`config.mk`:
```
export PLATFORM = sky130hd
export DESIGN_NAME = frame_buffer_dp
export DESIGN_NICKNAME = d
export VERILOG_FILES = /design/src/rtl/fb_pkg.sv /design/src/rtl/fb_wr_port.sv /design/src/rtl/fb_rd_port.sv /design/src/rtl/fb_store.sv /design/src/rtl/fb_underrun.sv /design/src/rtl/frame_buffer_dp.sv
export SDC_FILE = /design/constraint.sdc
export NUM_CORES = 2
export LEC_CHECK = 0
export CAP_MARGIN = 20
export CORE_MARGIN = 5
export CORE_UTILIZATION = 35
export DETAILED_ROUTE_END_ITERATION = 8
export GPL_TIMING_DRIVEN = 0
export PLACE_DENSITY = 0.49
export SLEW_MARGIN = 5
export SYNTH_ARGS = -nofsm -noshare
export SYNTH_HDL_FRONTEND = slang
export SYNTH_SLANG_ARGS = --single-unit
export TNS_END_PERCENT = 20
```
`constraint.sdc`:
```
create_clock -name clk -period 6 [get_ports clk]
set_clock_uncertainty 0.05 [all_clocks]
set_input_delay 1.2 -clock clk [delete_from_list [all_inputs] [get_ports clk]]
set_output_delay 1.2 -clock clk [all_outputs]
set_load 0.01 [all_outputs]
```
`src/rtl/fb_pkg.sv`:
```
package fb_pkg;
  // Result of one write port in one cycle.
  typedef struct packed {
    logic we;     // byte is stored
    logic first;  // stored byte is the length field
    logic ovf;    // over-length byte seen
  } wr_evt_t;
endpackage

```
`src/rtl/fb_wr_port.sv`:
```
module fb_wr_port #(
  parameter int DEPTH = 128,
  parameter int DW    = 8,
  localparam int AW   = $clog2(DEPTH)
) (
  input  logic          clk,
  input  logic          rst_n,
  input  logic          sleep,
  input  logic          start,
  input  logic          valid,
  output logic          ready,
  input  logic [DW-1:0] data,
  input  logic          keep,
  output fb_pkg::wr_evt_t evt,
  output logic [AW-1:0] addr
);
  localparam logic [AW:0]   FULL    = (AW+1)'(DEPTH);
  localparam logic [DW-1:0] MAX_LEN = DW'(DEPTH - 1);

  logic          active;
  logic [AW:0]   cnt;
  logic [AW:0]   eff;
  logic          fire;
  logic          over;

  always_comb begin
    eff   = start ? '0 : cnt;
    ready = !sleep && (active || start);
    fire  = valid && ready;
    over  = (eff == FULL) || ((eff == '0) && (data > MAX_LEN));
    evt.we    = fire && keep && !over;
    evt.ovf   = fire && keep && over;
    evt.first = evt.we && (eff == '0);
    addr      = eff[AW-1:0];
  end

  always_ff @(posedge clk or negedge rst_n) begin
    if (!rst_n) begin
      active <= 1'b0;
      cnt    <= '0;
    end else if (sleep) begin
      active <= 1'b0;
      cnt    <= '0;
    end else begin
      if (start) active <= 1'b1;
      if (fire) begin
        if (eff != FULL) cnt <= eff + 1'b1;
        else             cnt <= eff;
      end else if (start) begin
        cnt <= '0;
      end
    end
  end
endmodule

```
`src/rtl/fb_rd_port.sv`:
```
module fb_rd_port #(
  parameter int DEPTH = 128,
  localparam int AW   = $clog2(DEPTH)
) (
  input  logic          clk,
  input  logic          rst_n,
  input  logic          sleep,
  input  logic          start,
  input  logic          stop,
  input  logic          ready,
  output logic          valid,
  output logic [AW-1:0] addr
);
  logic active;

  assign valid = active && !sleep;

  always_ff @(posedge clk or negedge rst_n) begin
    if (!rst_n) begin
      active <= 1'b0;
      addr   <= '0;
    end else if (sleep) begin
      active <= 1'b0;
      addr   <= '0;
    end else if (start) begin
      active <= 1'b1;
      addr   <= '0;
    end else if (stop) begin
      active <= 1'b0;
    end else if (valid && ready) begin
      addr <= addr + 1'b1;
    end
  end
endmodule

```
`src/rtl/fb_store.sv`:
```
module fb_store #(
  parameter int DEPTH = 128,
  parameter int DW    = 8,
  parameter int NRD   = 2,
  localparam int AW   = $clog2(DEPTH)
) (
  input  logic          clk,
  // port A (lower priority on same-address collision)
  input  logic          a_we,
  input  logic [AW-1:0] a_addr,
  input  logic [DW-1:0] a_data,
  // port B (wins a same-address collision)
  input  logic          b_we,
  input  logic [AW-1:0] b_addr,
  input  logic [DW-1:0] b_data,
  input  logic          frame_ok,
  input  logic [AW-1:0] raddr [NRD],
  output logic [DW-1:0] rdata [NRD]
);
  logic [DW-1:0] mem [DEPTH];

  always_ff @(posedge clk) begin
    if (a_we) mem[a_addr] <= a_data;
    if (b_we) mem[b_addr] <= b_data;
  end

  for (genvar g = 0; g < NRD; g++) begin : g_rd
    assign rdata[g] = frame_ok ? mem[raddr[g]] : '0;
  end
endmodule

```
`src/rtl/fb_underrun.sv`:
```
module fb_underrun #(
  parameter int NSRC = 3
) (
  input  logic            clk,
  input  logic            rst_n,
  input  logic [NSRC-1:0] src,
  input  logic            clr,
  output logic            irq,
  output logic            flag
);
  logic evt;
  assign evt = |src;

  always_ff @(posedge clk or negedge rst_n) begin
    if (!rst_n) begin
      irq  <= 1'b0;
      flag <= 1'b0;
    end else begin
      irq <= evt;
      if (evt)      flag <= 1'b1;
      else if (clr) flag <= 1'b0;
    end
  end
endmodule

```
`src/rtl/frame_buffer_dp.sv`:
```
module frame_buffer_dp #(
  parameter int DEPTH = 128,
  parameter int DW    = 8
) (
  input  logic          clk,
  input  logic          rst_n,
  input  logic          sleep_i,
  input  logic          protect_i,
  input  logic          ackwait_i,
  input  logic          hw_start_i,
  input  logic          hw_valid_i,
  output logic          hw_ready_o,
  input  logic [DW-1:0] hw_data_i,
  input  logic          hr_start_i,
  input  logic          hr_stop_i,
  output logic          hr_valid_o,
  input  logic          hr_ready_i,
  output logic [DW-1:0] hr_data_o,
  input  logic          rx_start_i,
  input  logic          rx_valid_i,
  output logic          rx_ready_o,
  input  logic [DW-1:0] rx_data_i,
  input  logic          tx_start_i,
  input  logic          tx_stop_i,
  output logic          tx_valid_o,
  input  logic          tx_ready_i,
  output logic [DW-1:0] tx_data_o,
  input  logic          ur_clr_i,
  output logic          ur_irq_o,
  output logic          ur_flag_o
);
  localparam int AW  = $clog2(DEPTH);
  localparam int NRD = 2;

  fb_pkg::wr_evt_t hw_evt, rx_evt;
  logic [AW-1:0]   hw_addr, rx_addr;
  logic [AW-1:0]   raddr [NRD];
  logic [DW-1:0]   rdata [NRD];
  logic            rx_keep;
  logic            rx_we;
  logic            frame_ok;
  logic            conflict;

  assign rx_keep  = !protect_i && !ackwait_i;
  assign rx_we    = rx_evt.we;
  assign conflict = rx_start_i && rx_keep && hr_valid_o;

  fb_wr_port #(.DEPTH(DEPTH), .DW(DW)) u_hw (
    .clk(clk), .rst_n(rst_n), .sleep(sleep_i),
    .start(hw_start_i), .valid(hw_valid_i), .ready(hw_ready_o),
    .data(hw_data_i), .keep(1'b1), .evt(hw_evt), .addr(hw_addr)
  );

  fb_wr_port #(.DEPTH(DEPTH), .DW(DW)) u_rx (
    .clk(clk), .rst_n(rst_n), .sleep(sleep_i),
    .start(rx_start_i), .valid(rx_valid_i), .ready(rx_ready_o),
    .data(rx_data_i), .keep(rx_keep), .evt(rx_evt), .addr(rx_addr)
  );

  fb_rd_port #(.DEPTH(DEPTH)) u_hr (
    .clk(clk), .rst_n(rst_n), .sleep(sleep_i),
    .start(hr_start_i), .stop(hr_stop_i), .ready(hr_ready_i),
    .valid(hr_valid_o), .addr(raddr[0])
  );

  fb_rd_port #(.DEPTH(DEPTH)) u_tx (
    .clk(clk), .rst_n(rst_n), .sleep(sleep_i),
    .start(tx_start_i), .stop(tx_stop_i), .ready(tx_ready_i),
    .valid(tx_valid_o), .addr(raddr[1])
  );

  fb_store #(.DEPTH(DEPTH), .DW(DW), .NRD(NRD)) u_mem (
    .clk(clk),
    .a_we(rx_evt.we), .a_addr(rx_addr), .a_data(rx_data_i),
    .b_we(hw_evt.we), .b_addr(hw_addr), .b_data(hw_data_i),
    .frame_ok(frame_ok), .raddr(raddr), .rdata(rdata)
  );

  assign hr_data_o = rdata[0];
  assign tx_data_o = rdata[1];

  // Frame validity: lost on sleep, reset or over-length; gained on a stored length field.
  always_ff @(posedge clk or negedge rst_n) begin
    if (!rst_n)                                   frame_ok <= 1'b0;
    else if (sleep_i || hw_evt.ovf || rx_evt.ovf) frame_ok <= 1'b0;
    else if (hw_evt.first || rx_evt.first)        frame_ok <= 1'b1;
  end

  fb_underrun #(.NSRC(3)) u_ur (
    .clk(clk), .rst_n(rst_n),
    .src({conflict, rx_evt.ovf, hw_evt.ovf}),
    .clr(ur_clr_i), .irq(ur_irq_o), .flag(ur_flag_o)
  );
endmodule

```
==> summary.txt <==
Route
  – DR iter-0 viols: between 9000 and 10000
  – Metal1 wirelength: between 100000 and 150000 um
  – # DRC: 0
  – Final ANT Viol Nets: 0
  – Detailed Route WL: roughly 380000 um
  – WL per Instance: around 53 um
  – Top Layer Used: met5
  – Met3 wire len: 54900 um
  – DR vias/cell: 7.00
  – Drt pass-1 iters: 8
  – Met2 wire len: 154000 um
  – Via Count: about 50000

Clock network
  – Cts hold-fix bufs: 0
  – Clk sink count: 1061
  – Clk Tree Root Cell: clkbuf_16
  – CTS H-tree depth: 4
  – Reg clk slew, reported paths: 60 ps
  – Total CTS buffers: 133
  – Buffers from clock root to sink, at most: 3
  – Latest clock arrival within the worst-skew pair: 830 ps
  – CTS tree: yes

Synth
  – Synth Register Bits: 1061
  – Synthesized area: 64500 um^2
  – Average cell area after synthesis: 15.0 um^2
  – EDFF count, synth: 1024
  – Synthesis Warnings: 0
  – Syn_nets: 4338
  – Async S/R FF share, synth: about 3.5%
  – Predominant post-synthesis flop cell: edfxtp_1
  – Post-synth cell types: 74
  – Synthesized instance count: 4300
  – Register area share after synthesis: 49.1%

Setup path
  – Critical Path AT: 5110 ps
  – Crit-path max FO: 10
  – Nature of the critical path endpoint: primary output
  – Crit Path Class: flop to primary output
  – CP Launch Type: flop
  – Worst Path Required: ~4800 ps

Pwr
  – Switching Share: 24.5%
  – Internal power: 13.1 mW
  – Pleak: 23.3 nW
  – PD cells: around 230 nW/um^2
  – Combinational power share: 6.2%
  – Seq pwr share: 47.0%
  – Maximum VDD drop: 0.243 mV
  – Sw Pwr: around 4.2 mW
  – Clock share of power: 46.8%

STA
  – RSZ-0062 raised after global routing: yes
  – Fin crit share: 106%
  – Relative slew slack: 12.2%
  – Worst-margin pin slew: around 1300 ps
  – Min cycle time layout: about 6400 ps
  – Fmax: roughly 160 MHz
  – Fin. Hold Viols: 0
  – Final setup viols: 16
  – Max-slew violations: 0
  – Fin worst setup slack: -357 ps
  – Setup_tns: -3170 ps

Cells and area
  – Final Non-Filler Cells: 7212
  – Fraction of layout cells with a size suffix above 1: between 40% and 50%
  – Multi-input gate area: 31400 um^2
  – Commonest non-fill, non-tap cell in the layout: edfxtp_1
  – Fillers: between 15000 and 20000
  – Post-route cell area: about 76000 um^2
  – Reg area: roughly 32000 um^2
  – Layout Area Growth over Synthesis: 17.8%
  – Final nets: 4664
  – Most frequent cells in the layout: edfxtp_1, mux2_2, mux4_2, clkbuf_1, mux2i_1

Die
  – Initial core utilization: between 30% and 40%
  – Die X: between 400 and 500 um
  – Die ar.: 193000 um^2
  – Core Area: 183000 um^2
  – # rows: between 150 and 200
  – IO Pins: 54
  – Die Height: 439 um

Outcome
  – Status: complete, but fails checks
  – Failing checks: setup timing

Place
  – Post-DP Area: between 60000 and 70000 um^2
  – DP HPWL: 280000 um
  – Dpl cells: 6927
  – Placer Congestion: approximately 1.1
  – Pre-CTS setup slack: -1420 ps
  – Port bufs: 38

Global routing
  – Largest net degree at the start of global routing: 32
  – GRT Total Usage: 38.6%
  – Vias in the first global route: about 47000
  – Initial antenna violation count: 39
  – Global-route wire length before repair: 484000 um
  – Congestion Overflow GR: 0

Run
  – # Max-Cap Violations: 0

Hold path
  – Hold Crit Class: primary input to asynchronous set/reset pin
## synth_stat cells, drive strengths merged (9+ instances only)
| library cell | instances | area [um^2] |
|---|---|---|
| mux2 | 1025 | 11600 |
| edfxtp | 1024 | 30700 |
| mux4 | 426 | 9590 |
| clkbuf | 330 | 1240 |
| mux2i | 263 | 2630 |
| nor2 | 186 | 1420 |
| buf | 171 | 947 |
| o22ai | 147 | 920 |
| nand2 | 97 | 377 |
| a21oi | 73 | 365 |
| a22oi | 65 | 488 |
| o21ai | 58 | 290 |
| nand3 | 49 | 280 |
| o221ai | 41 | 359 |
| dfrtp | 37 | 926 |
| a221oi | 30 | 263 |
| a211oi | 28 | 210 |
| nor2b | 26 | 163 |
| nor3 | 24 | 120 |
| inv | 12 | 45.0 |
| xnor2 | 12 | 105 |
| a22o | 11 | 96.3 |
| and3 | 11 | 68.8 |
| xor2 | 11 | 96.3 |
| nand2b | 10 | 62.6 |
| nand3b | 10 | 82.6 |
| or3 | 10 | 62.6 |
| o211ai | 9 | 67.6 |
## layout make-up
cell class / count / share of cell area (%)
sequential: 1061 / 41.7
multi-input combinational: 2725 / 41.4
clock buffer: 168 / 4.67
buffer: 498 / 4.36
tap: 2464 / 4.06
timing repair buffer: 194 / 2.92
clock inverter: 64 / 0.769
antenna: 25 / 0.0824
inverter: 13 / 0.0642
## flip-flops by register name (all words and copies together), names as in the netlist
name         flops
u_ur.flag        1
u_ur.irq         1
frame_ok         1
u_rx.cnt         8
u_hw.active      1
u_rx.active      1
u_tx.addr        7
u_mem.mem     1024
u_tx.active      1
u_hr.active      1
u_hr.addr        7
u_hw.cnt         8
## metrics by stage
stage | total power [mW] | hold slack (ps) | utilization (%)
detailed placement | 9.28 | 439 | 38.1
global route | 17.5 | 190 | 41.5
floorplan | 8.83 | 417 | -
CTS | 17.2 | 153 | 41.2
finish | 17.3 | 181 | 41.5
global placement | 9.24 | 432 | 37.1
## worst paths after layout
check                           cells after the start  slack, ps          endpoint          from
worst max-delay path                                9       -360      tx_data_o[0]  u_tx.addr[2]
worst min-delay path                                1        180       u_hw.cnt[2]         rst_n
worst max register to register                     11        890  u_mem.mem[83][1]   u_rx.cnt[1]
worst min register to register                      1        440       u_hw.active   u_hw.active
max in group asynchronous                           2       5250      u_tx.addr[0]         rst_n
min in group clk                                    1        440       u_hw.active   u_hw.active
## worst max-delay path, stage by stage, from the launching register on
cell,delay [ps]
dfrtp_1,690
clkbuf_8,420
buf_4,450
clkbuf_2,610
nor2_1,340
a221oi_1,340
o21ai_1,300
o31ai_2,470
a21oi_4,90
clkdlybuf4s50_1,500
## layer usage
| metal | up-vias | track usage [%] |
|---|---|---|
| met1 | 26600 | 48.2 |
| met2 | 4535 | 53.5 |
| met3 | 1195 | 17.1 |
| met4 | 30 | 26.3 |
| li1 | 18100 | - |
| met5 | - | 0 |
## cells by family (layout without fill, tap and decap cells)
logic type	after synthesis	count (layout)	share of synthesized area (%)
mux	1714	1714	36.9
flops	1061	1061	49.1
compound gates	517	517	5.50
buf+inv	514	937	3.47
simple gates	465	465	4.56
xor+xnor	23	23	0.312
fa+ha+maj	6	6	0.116
other cells	0	25	0
## repair_timing
action,CTS,global route
setup buffers,9,4
gates resized for setup,431,46
setup endpoints to repair,16,15
pin swaps,19,6
## power by group through the flow
| stage | sequential, mW | clock, mW | combinational, mW |
|---|---|---|---|
| floorplan | 8.28 | 0 | 0.547 |
| global placement | 8.28 | 0 | 0.961 |
| detailed placement | 8.28 | 0 | 0.998 |
| CTS | 8.13 | 8.07 | 1.02 |
| global route | 8.12 | 8.33 | 1.09 |
| finish | 8.13 | 8.10 | 1.07 |
Note: power is estimated with default switching activity, not from simulation.
